**config.mk**
```make
export PLATFORM = sky130hd
export DESIGN_NAME = attn_status_reg
export DESIGN_NICKNAME = d
export VERILOG_FILES = /design/src/rtl/attn_pkg.sv /design/src/rtl/attn_edge_sync.sv /design/src/rtl/attn_flag_cell.sv /design/src/rtl/attn_status_reg.sv
export SDC_FILE = /design/constraint.sdc
export NUM_CORES = 1
export LEC_CHECK = 0
export ABC_AREA = 1
export ABC_CLOCK_PERIOD_IN_PS = 1800
export BUFFER_PORTS_ARGS = -buffer_cell sky130_fd_sc_hd__buf_4
export CAP_MARGIN = 30
export CORE_MARGIN = 1
export CORE_UTILIZATION = 43
export CTS_CLUSTER_SIZE = 16
export DETAILED_ROUTE_END_ITERATION = 12
export GPL_TIMING_DRIVEN = 0
export MAX_ROUTING_LAYER = met4
export PLACE_DENSITY = 0.73
export SLEW_MARGIN = 10
export SYNTH_ARGS = -nofsm -noshare
export SYNTH_HDL_FRONTEND = slang
export SYNTH_SLANG_ARGS = --single-unit
export TNS_END_PERCENT = 50
```
**constraint.sdc**
```tcl
create_clock -name clk -period 1.8 [get_ports clk]
set_input_delay 0.27 -clock clk [delete_from_list [all_inputs] [get_ports clk]]
set_output_delay 0.27 -clock clk [all_outputs]
set_load 0.005 [all_outputs]
```
**src/rtl/attn_pkg.sv**
```systemverilog
package attn_pkg;
   localparam int unsigned NFLAG   = 3;
   localparam int unsigned FIDX_WR = 0;
   localparam int unsigned FIDX_RD = 1;
   localparam int unsigned FIDX_EV = 2;
   localparam int unsigned NLINE   = 4;
   localparam int unsigned LIDX_EVT  = 0;
   localparam int unsigned LIDX_B2H  = 1;
   localparam int unsigned LIDX_BUSY = 2;
   localparam int unsigned LIDX_H2B  = 3;
endpackage

```
**src/rtl/attn_edge_sync.sv**
```systemverilog
module attn_edge_sync #(
   parameter int unsigned STAGES = 2
) (
   input  logic clk,
   input  logic rst_n,
   input  logic line_i,
   output logic fall_o
);
   localparam int unsigned DEPTH = STAGES + 1;

   generate
      if (STAGES < 2) begin : g_bad_depth
         $error("attn_edge_sync: STAGES must be at least 2");
      end
   endgenerate

   logic [DEPTH-1:0] pipe_q;

   always_ff @(posedge clk or negedge rst_n) begin
      if (!rst_n) pipe_q <= '0;
      else        pipe_q <= {pipe_q[DEPTH-2:0], line_i};
   end

   assign fall_o = pipe_q[DEPTH-1] & ~pipe_q[DEPTH-2];

   // one edge yields a single-cycle pulse
   a_r3_single_pulse: assert property (@(posedge clk) disable iff (!rst_n)
      fall_o |=> !fall_o);
endmodule

```
**src/rtl/attn_flag_cell.sv**
```systemverilog
module attn_flag_cell (
   input  logic clk,
   input  logic rst_n,
   input  logic set_i,
   input  logic rd_i,
   input  logic wr_i,
   input  logic wbit_i,
   output logic flag_o
);
   logic flag_q, armed_q, clr;

   assign clr = wr_i & ~wbit_i & armed_q;

   always_ff @(posedge clk or negedge rst_n) begin
      if (!rst_n) begin
         flag_q  <= 1'b0;
         armed_q <= 1'b0;
      end else begin
         if (set_i)    flag_q <= 1'b1;
         else if (clr) flag_q <= 1'b0;

         if (set_i || clr)        armed_q <= 1'b0;
         else if (rd_i && flag_q) armed_q <= 1'b1;
      end
   end

   assign flag_o = flag_q;

   // unarmed zero write keeps the flag
   a_r7_keep_unarmed: assert property (@(posedge clk) disable iff (!rst_n)
      (flag_q && wr_i && !wbit_i && !armed_q && !set_i) |=> flag_q);
   // a set always wins
   a_r9_set_wins: assert property (@(posedge clk) disable iff (!rst_n)
      set_i |=> flag_q);
   // the armed state only exists while the flag is up
   a_r10_arm_needs_flag: assert property (@(posedge clk) disable iff (!rst_n)
      armed_q |-> flag_q);
   // a flag rises only through a set event
   a_r8_no_rise_from_write: assert property (@(posedge clk) disable iff (!rst_n)
      (!flag_q && !set_i) |=> !flag_q);
endmodule

```
**src/rtl/attn_status_reg.sv**
```systemverilog
module attn_status_reg #(
   parameter int unsigned DATA_W      = 8,
   parameter int unsigned SYNC_STAGES = 2,
   parameter int unsigned EVT_POS     = 4,
   parameter int unsigned RDC_POS     = 3,
   parameter int unsigned WRC_POS     = 2
) (
   input  logic                           clk,
   input  logic                           rst_n,
   input  logic                           reg_rd_i,
   input  logic                           reg_wr_i,
   input  logic [DATA_W-1:0]              reg_wdata_i,
   output logic [DATA_W-1:0]              reg_rdata_o,
   input  logic                           evt_attn_i,
   input  logic                           b2h_attn_i,
   input  logic                           h_busy_i,
   input  logic                           h2b_attn_i,
   input  logic                           rd_src_sel_i,
   input  logic                           irq_en_i,
   input  logic [attn_pkg::NFLAG-1:0]     flag_en_i,
   output logic                           irq_o
);
   import attn_pkg::*;

   localparam int unsigned POS_WR = WRC_POS;
   localparam int unsigned POS_RD = RDC_POS;
   localparam int unsigned POS_EV = EVT_POS;

   function automatic int unsigned pos_of(input int unsigned idx);
      case (idx)
         FIDX_WR: return POS_WR;
         FIDX_RD: return POS_RD;
         default: return POS_EV;
      endcase
   endfunction

   generate
      if (EVT_POS >= DATA_W || RDC_POS >= DATA_W || WRC_POS >= DATA_W) begin : g_bad_pos
         $error("attn_status_reg: flag position outside register");
      end
      if (EVT_POS == RDC_POS || EVT_POS == WRC_POS || RDC_POS == WRC_POS) begin : g_dup_pos
         $error("attn_status_reg: flag positions overlap");
      end
   endgenerate

   logic [NLINE-1:0] lines, falls;
   logic [NFLAG-1:0] set_vec, flags;

   assign lines[LIDX_EVT]  = evt_attn_i;
   assign lines[LIDX_B2H]  = b2h_attn_i;
   assign lines[LIDX_BUSY] = h_busy_i;
   assign lines[LIDX_H2B]  = h2b_attn_i;

   generate
      for (genvar l = 0; l < NLINE; l++) begin : g_sync
         attn_edge_sync #(.STAGES(SYNC_STAGES)) u_sync (
            .clk    (clk),
            .rst_n  (rst_n),
            .line_i (lines[l]),
            .fall_o (falls[l])
         );
      end
   endgenerate

   assign set_vec[FIDX_EV] = falls[LIDX_EVT];
   assign set_vec[FIDX_WR] = falls[LIDX_H2B];
   assign set_vec[FIDX_RD] = rd_src_sel_i ? falls[LIDX_BUSY] : falls[LIDX_B2H];

   generate
      for (genvar f = 0; f < NFLAG; f++) begin : g_flag
         attn_flag_cell u_cell (
            .clk    (clk),
            .rst_n  (rst_n),
            .set_i  (set_vec[f]),
            .rd_i   (reg_rd_i),
            .wr_i   (reg_wr_i),
            .wbit_i (reg_wdata_i[pos_of(f)]),
            .flag_o (flags[f])
         );
      end
   endgenerate

   always_comb begin
      reg_rdata_o = '0;
      for (int unsigned f = 0; f < NFLAG; f++) reg_rdata_o[pos_of(f)] = flags[f];
   end

   assign irq_o = irq_en_i & (|(flags & flag_en_i));

   // no request without the shared enable
   a_r11_irq_needs_en: assert property (@(posedge clk) disable iff (!rst_n)
      irq_o |-> irq_en_i);
   // no request with all flags clear
   a_r11_irq_needs_flag: assert property (@(posedge clk) disable iff (!rst_n)
      irq_o |-> (reg_rdata_o != '0));
   // in mode 0 a busy edge alone cannot raise the read flag
   a_r5_busy_ignored: assert property (@(posedge clk) disable iff (!rst_n)
      (!rd_src_sel_i && !falls[LIDX_B2H] && !flags[FIDX_RD]) |=> !flags[FIDX_RD]);
endmodule

```
==> results.py, run 1 <==
metrics = {
    "global_routing": {
        "grt.met2_usage_pct": 25.3,
        "grt_max_degree": 19,
        "grt_pass1_vias": 500,
        "grt_pass1_wl_um": 1810,
        "antenna_found_initial": 0,
        "gr-usage-met1_pct": 13.6,
        "top_usage_layer": "met2",
        "track_usage_pct": 13.9,
        "grt_util_met3_pct": 4.31,
        "grt_overflow": 0,
    },
    "clock_network": {
        "numCtsBuffers": 3,
        "clkLatencyLatePin_ps": 280,
        "htreeDepth": 1,
        "clockRootBuffer": "clkbuf_4",
        "tritoncts": "built",
        "ctsResizeCount": 0,
        "cts_sinks": 18,
        "cts.clk_slew.worst_paths_ps": 90,
        "clockBufferDepth": 2,
    },
    "routing": {
        "wl_per_cell_um": 8.78,
        "drc": 0,
        "wl_um": 1010,
        "ant_nets": 0,
        "vias_per_cell": 4.38,
        "dr.pass1.iters": 3,
        "initialDrtViolationCount": 6,
        "via_count": 504,
    },
    "worst_setup_path": {
        "startpoint_type": "flop",
        "critical_path_required_ps": 1530,
        "crit_path_end_kind": "primary output",
        "critPathKind": "flop to primary output",
        "cp_max_fo": 4,
        "timing.reg2reg.setup_slack_ps": 1040,
        "worstPathArrival_ps": 1070,
    },
    "power_and_ir_drop": {
        "p_switching_uw": 193,
        "switching_share_pct": 22.9,
        "pwr_density_cell_nw_per_um2": 922,
        "internal_power_uw": 650,
        "leakagePower_uw": 0.000529,
        "ir_drop_mv": 0.516,
        "clockPowerShare_pct": 27.8,
        "p_comb_share_pct": 17.0,
        "p_seq_share_pct": 55.2,
    },
    "timing": {
        "holdWs_ps": 88.9,
        "fin_worst_skew_ps": 1.49,
        "fin_crit_sh_pct": 74.3,
        "finalHoldViolCount": 0,
        "finalSetupViolations": 0,
        "maxSlewViolCount": 0,
        "max_freq_ghz": 0.748,
        "fin_setup_tns_ps": 0,
        "rsz0062_at_grt": "false",
        "fin_crit_ps": 1340,
    },
    "synth": {
        "synth_warnings": 0,
        "synth_largest_area_cell": "dfrtp_1",
        "syn-cell-area_um2": 691,
        "ys_ff_latch": 18,
        "synth_top_area_share_pct": 65.2,
        "synth_cell_types": 8,
        "synthTopCellsByArea": "dfrtp_1, nand2_1, buf_4",
        "synth.avg_cell_area_um2": 9.73,
        "seq_area_frac_synth_pct": 65.2,
        "synth_cells": 71,
    },
    "finish": {
        "fill_cells": 143,
        "drive_above_1_share_pct": 31.3,
        "layout_commonest_cell": "buf_4",
        "n_antenna_cell": 0,
        "syn2layout_area_growth_pct": 32.4,
        "final_cell_mix": "buf_4, nand2_1, dfrtp_1",
        "nets": 121,
        "stdcell_area_um2": 915,
    },
    "outcome": {
        "status": "complete, no violations",
    },
    "floorplanning": {
        "num_rows": 14,
        "start_util_pct": 45.8,
        "pin_count": 30,
        "die_y_um": 42.1,
        "die_x_um": 42.1,
        "dieArea_um2": 1770,
        "core_area_um2": 1510,
    },
    "placement": {
        "dpl-instance-area_um2": 868,
        "dp_hpwl_um": 800,
        "place_congestion": 0.705,
        "portBuffers": 19,
    },
    "job": {
        "max_cap_viol_count": 0,
    },
    "min_path": {
        "hp-class": "input port to flop",
    },
}
## per-layer routing
layer  up-vias  wire length [um]
met1       229               416
li1        255                 -
met5         -                 0
met2        20               512
met4         0                 0
met3         0                81
## area by class of cell
cell class              count  area [um^2]  area share (%)
well taps                  16         20.0            2.19
inverters                  11         41.3            4.51
flip-flops and latches     18          450            49.2
multi-input cells          38          154            16.8
clock buffers               4         36.3            3.97
repair buffers             20          153            16.7
plain buffers               8         60.1            6.57
## worst max-delay path, cell delays in order (launching register included)
cell and delay, ps:
dfrtp_1 420, nand2_1 70, nand3_1 80, nand2_1 60, inv_1 30, buf_4 120
## synth_stat cells
master and count:
buf_4 8, conb_1 1, dfrtp_1 18, nand3_1 8, inv_1 11, nor2_1 3
o21ai_1 1, nand2_1 21
## kinds of logic (layout without fill, tap and decap cells)
kind of cell / count (synthesis) / after routing / share of synthesized area, %
and+or+nand+nor: 32 / 32 / 18.8
other: 1 / 5 / 0.543
AOI/OAI and AO/OA: 1 / 1 / 0.724
DFF: 18 / 18 / 65.2
buffers and inverters: 19 / 43 / 14.7
## flip-flops by register name (all words and copies together) (netlist names)
register / flops
g_sync.u_sync.pipe_q: 12
g_flag.u_cell.flag_o: 3
g_flag.u_cell.armed_q: 3
## worst paths after layout
path                                             from                    endpoint  cells past startpoint
max                           g_flag[1].u_cell.flag_o                       irq_o                      5
min                                          h_busy_i  g_sync[2].u_sync.pipe_q[0]                      1
max reg2reg                g_sync[0].u_sync.pipe_q[1]    g_flag[2].u_cell.armed_q                      4
min reg2reg                g_sync[0].u_sync.pipe_q[0]  g_sync[0].u_sync.pipe_q[1]                      0
max in group asynchronous                       rst_n  g_sync[0].u_sync.pipe_q[0]                      2
min in group asynchronous                       rst_n     g_flag[1].u_cell.flag_o                      2
## power groups by stage
stage          Clock [uW]  Combinational (uW)  Sequential, uW
5_1_grt               259                 166             471
2_1_floorplan           0                79.4             469
3_5_place_dp            0                 144             475
3_3_place_gp            0                 139             472
4_1_cts               246                 146             467
6_report              235                 143             466
## stage by stage
stage | power [uW] | utilization (%) | setup slack [ps] | std cells
floorplan | 548 | - | 940 | 75
global placement | 611 | 57.6 | 799 | 110
detailed placement | 619 | 57.6 | 771 | 110
CTS | 859 | 60.7 | 441 | 115
global route | 896 | 60.7 | 358 | 115
finish | 844 | 60.7 | 463 | 115
## repair_timing
action | CTS | global route
hold buffers | 1 | 0
setup buffers | 0 | 0
endpoints found under the hold margin | 18 | 0
endpoints found under the setup margin | 0 | 0
Power figures use the tool's default switching activity.
==> inputs of run 2 (changes only) <==
--- a/config.mk
+++ b/config.mk
@@ -5,17 +5,17 @@
 export SDC_FILE = /design/constraint.sdc
 export NUM_CORES = 1
 export LEC_CHECK = 0
-export ABC_AREA = 1
-export ABC_CLOCK_PERIOD_IN_PS = 1800
+export ABC_AREA = 0
+export ABC_CLOCK_PERIOD_IN_PS = 1200
 export BUFFER_PORTS_ARGS = -buffer_cell sky130_fd_sc_hd__buf_4
 export CAP_MARGIN = 30
 export CORE_MARGIN = 1
-export CORE_UTILIZATION = 43
+export CORE_UTILIZATION = 39
 export CTS_CLUSTER_SIZE = 16
 export DETAILED_ROUTE_END_ITERATION = 12
 export GPL_TIMING_DRIVEN = 0
 export MAX_ROUTING_LAYER = met4
-export PLACE_DENSITY = 0.73
+export PLACE_DENSITY = 0.71
 export SLEW_MARGIN = 10
 export SYNTH_ARGS = -nofsm -noshare
 export SYNTH_HDL_FRONTEND = slang
==> constraint.sdc (replaced) <==
create_clock -name clk -period 1.2 [get_ports clk]
set_input_delay 0.18 -clock clk [delete_from_list [all_inputs] [get_ports clk]]
set_output_delay 0.18 -clock clk [all_outputs]
set_load 0.005 [all_outputs]
==> run 2 against run 1 <==
  * The run now ends with DRC, setup timing left
  * Worst setup slack got worse by 670 ps
  * Final area grew 6.3%
  * Global-route usage increased by 1.8 points
  * Routed wire length rose by 18%
  * Critical endpoint unchanged
  * Largest cell class unchanged
==> results.py, run 2 <==
metrics = {
    "worst_setup_path": {
        "critPathKind": "flop to primary output",
        "timing.reg2reg.setup_slack_ps": 180,
        "crit_slowest_cell": "dfrtp_1",
        "path_cells": "a222oi_1 -> nor2b_1 -> buf_4",
        "worstPathArrival_ps": 1230,
        "crit_path_end_kind": "primary output",
        "critical_path_required_ps": 1020,
        "worst-path-buf-inv": 1,
        "cpPeakStageDelay_ps": 390,
        "cp_top_family": "flip-flops",
        "cp_max_fo": 2,
        "startpoint_type": "flop",
    },
    "clock_network": {
        "cts_sinks": 18,
        "clockRootBuffer": "clkbuf_4",
        "clkLatencyLatePin_ps": 290,
        "clockBufferDepth": 2,
        "tritoncts": "built",
        "numCtsBuffers": 3,
        "htreeDepth": 1,
        "cts.clk_slew.worst_paths_ps": 100,
    },
    "routing": {
        "dr.pass1.iters": 10,
        "via_count": 495,
        "drc": 10,
        "wl_um": 1190,
        "ant_nets": 0,
        "wl_per_cell_um": 11.7,
        "initialDrtViolationCount": 16,
        "vias_per_cell": 4.85,
    },
    "finish": {
        "n_antenna_cell": 0,
        "stdcell_area_um2": 972,
        "fin_util_pct": 62.4,
        "largest_register_ffs": 12,
        "final_cell_mix": "buf_4, dfrtp_1, nand3b_1",
        "stdcell_count": 102,
        "layout_commonest_cell": "buf_4",
        "syn2layout_area_growth_pct": 45.0,
        "drive_above_1_share_pct": 41.9,
        "nets": 108,
        "fill_cells": 127,
        "regMostFlops": "g_sync.u_sync.pipe_q",
    },
    "synth": {
        "synth_cells": 51,
        "seq_area_frac_synth_pct": 67.2,
        "synthTopCellsByArea": "dfrtp_1, buf_4, nand3b_1",
        "synth.avg_cell_area_um2": 13.1,
        "synthFlopType": "dfrtp_1",
        "synth_largest_area_cell": "dfrtp_1",
        "yosysMostFrequentCell": "dfrtp_1",
        "synth_top_area_share_pct": 67.2,
        "ys_async_sr_fraction_pct": 100,
        "synth_warnings": 0,
        "synth_cell_types": 15,
        "synth_top_cells_by_count": "dfrtp_1, buf_4, nand3b_1",
        "syn-cell-area_um2": 671,
        "ys_ff_latch": 18,
        "synth_edf_count": 0,
    },
    "global_routing": {
        "grt_overflow": 0,
        "grt_pass1_vias": 489,
        "antenna_found_initial": 0,
        "grt_pass1_wl_um": 1970,
        "grt_max_degree": 19,
        "track_usage_pct": 15.7,
    },
    "placement": {
        "dp_hpwl_um": 806,
        "dp.cells": 90,
        "place_congestion": 0.661,
        "portBuffers": 19,
        "dpl-instance-area_um2": 848,
    },
    "floorplanning": {
        "die_x_um": 43.5,
        "dieArea_um2": 1890,
        "num_rows": 14,
        "start_util_pct": 43.0,
        "pin_count": 30,
        "core_area_um2": 1560,
        "die_y_um": 43.5,
    },
    "timing": {
        "finalHoldViolCount": 0,
        "fin_worst_skew_ps": 9.56,
        "fin_crit_ps": 1410,
        "worst_slack_ps": -210,
        "rsz0062_at_grt": "true",
        "max_freq_ghz": 0.709,
        "finalSetupViolations": 3,
        "fin_crit_sh_pct": 117,
        "maxSlewViolCount": 0,
    },
    "outcome": {
        "status": "finished, violations left",
        "violations": "DRC, setup timing",
    },
    "power_and_ir_drop": {
        "leakagePower_uw": 0.000475,
        "pwr_density_cell_nw_per_um2": 1390,
        "ir_drop_mv": 1.04,
    },
    "job": {
        "max_cap_viol_count": 0,
    },
    "min_path": {
        "hp-class": "input port to flop",
    },
}
[run 2: report_power, final]
part           internal [uW]  total [uW]  switching [uW]
combinational            187         283            96.0
clock                    185         366             182
sequential               669         706            37.2
total                   1040        1360             315
[run 2: path summary, 6_finish.rpt]
check / start / endpoint / cells after the start
setup / recovery: g_flag[1].u_cell.flag_o / irq_o / 3
hold / removal: reg_rd_i / g_flag[0].u_cell.armed_q / 3
setup reg to reg: g_flag[2].u_cell.flag_o / g_flag[2].u_cell.armed_q / 5
hold reg to reg: g_sync[2].u_sync.pipe_q[0] / g_sync[2].u_sync.pipe_q[1] / 0
max in group asynchronous: rst_n / g_flag[1].u_cell.flag_o / 2
min in group asynchronous: rst_n / g_sync[3].u_sync.pipe_q[2] / 2
[run 2: worst register-to-register path, stage by stage (launching register included)]
cell	delay (ps)
dfrtp_1	420
buf_6	130
buf_6	110
buf_4	130
nand3b_1	70
a21oi_1	70
[run 2: cells by family after synthesis]
logic type             share of synthesized area, %
other                                         0.559
flip-flops                                     67.2
AO/OA/AOI/OAI                                  11.0
AND/OR/NAND/NOR                                11.2
buffers and inverters                          10.1
[run 2: through the flow]
| step | TNS [ps] | hold slack [ps] | setup slack (ps) | power, uW |
|---|---|---|---|---|
| floorplan | 0 | -116 | 258 | 829 |
| global placement | 0 | 54.1 | 97.8 | 926 |
| detailed placement | 0 | 60.8 | 81.2 | 937 |
| CTS | -347 | 164 | -232 | 1340 |
| global route | -433 | 171 | -278 | 1430 |
| finish | -274 | 175 | -210 | 1360 |
[run 2: what timing repair did]
item                                   in CTS  in global routing
pin swaps                                   1                  1
hold buffers                                5                  0
buffers inserted                            2                  2
endpoints found under the hold margin      22                  0
setup endpoints to repair                   1                  4
resized for setup                           0                  4
[run 2: layout make-up]
cell class	instances	area (um^2)	share of cell area (%)
repair buffers	28	238	24.5
flip-flops and latches	18	450	46.3
inverters	2	7.51	0.772
plain buffers	7	52.6	5.41
well taps	16	20.0	2.06
multi-input cells	27	168	17.2
clock buffers	4	36.3	3.73
[run 2: metal layers]
metal  share of wire, %  GRT usage, %  wire length, um  vias to the layer above
met5                  0             -                0                        -
li1                   -             -                -                      229
met3                9.3          4.17              110                        4
met4                2.8          11.3               33                        0
met2                 46          23.9              550                       28
met1                 42          17.8              494                      234
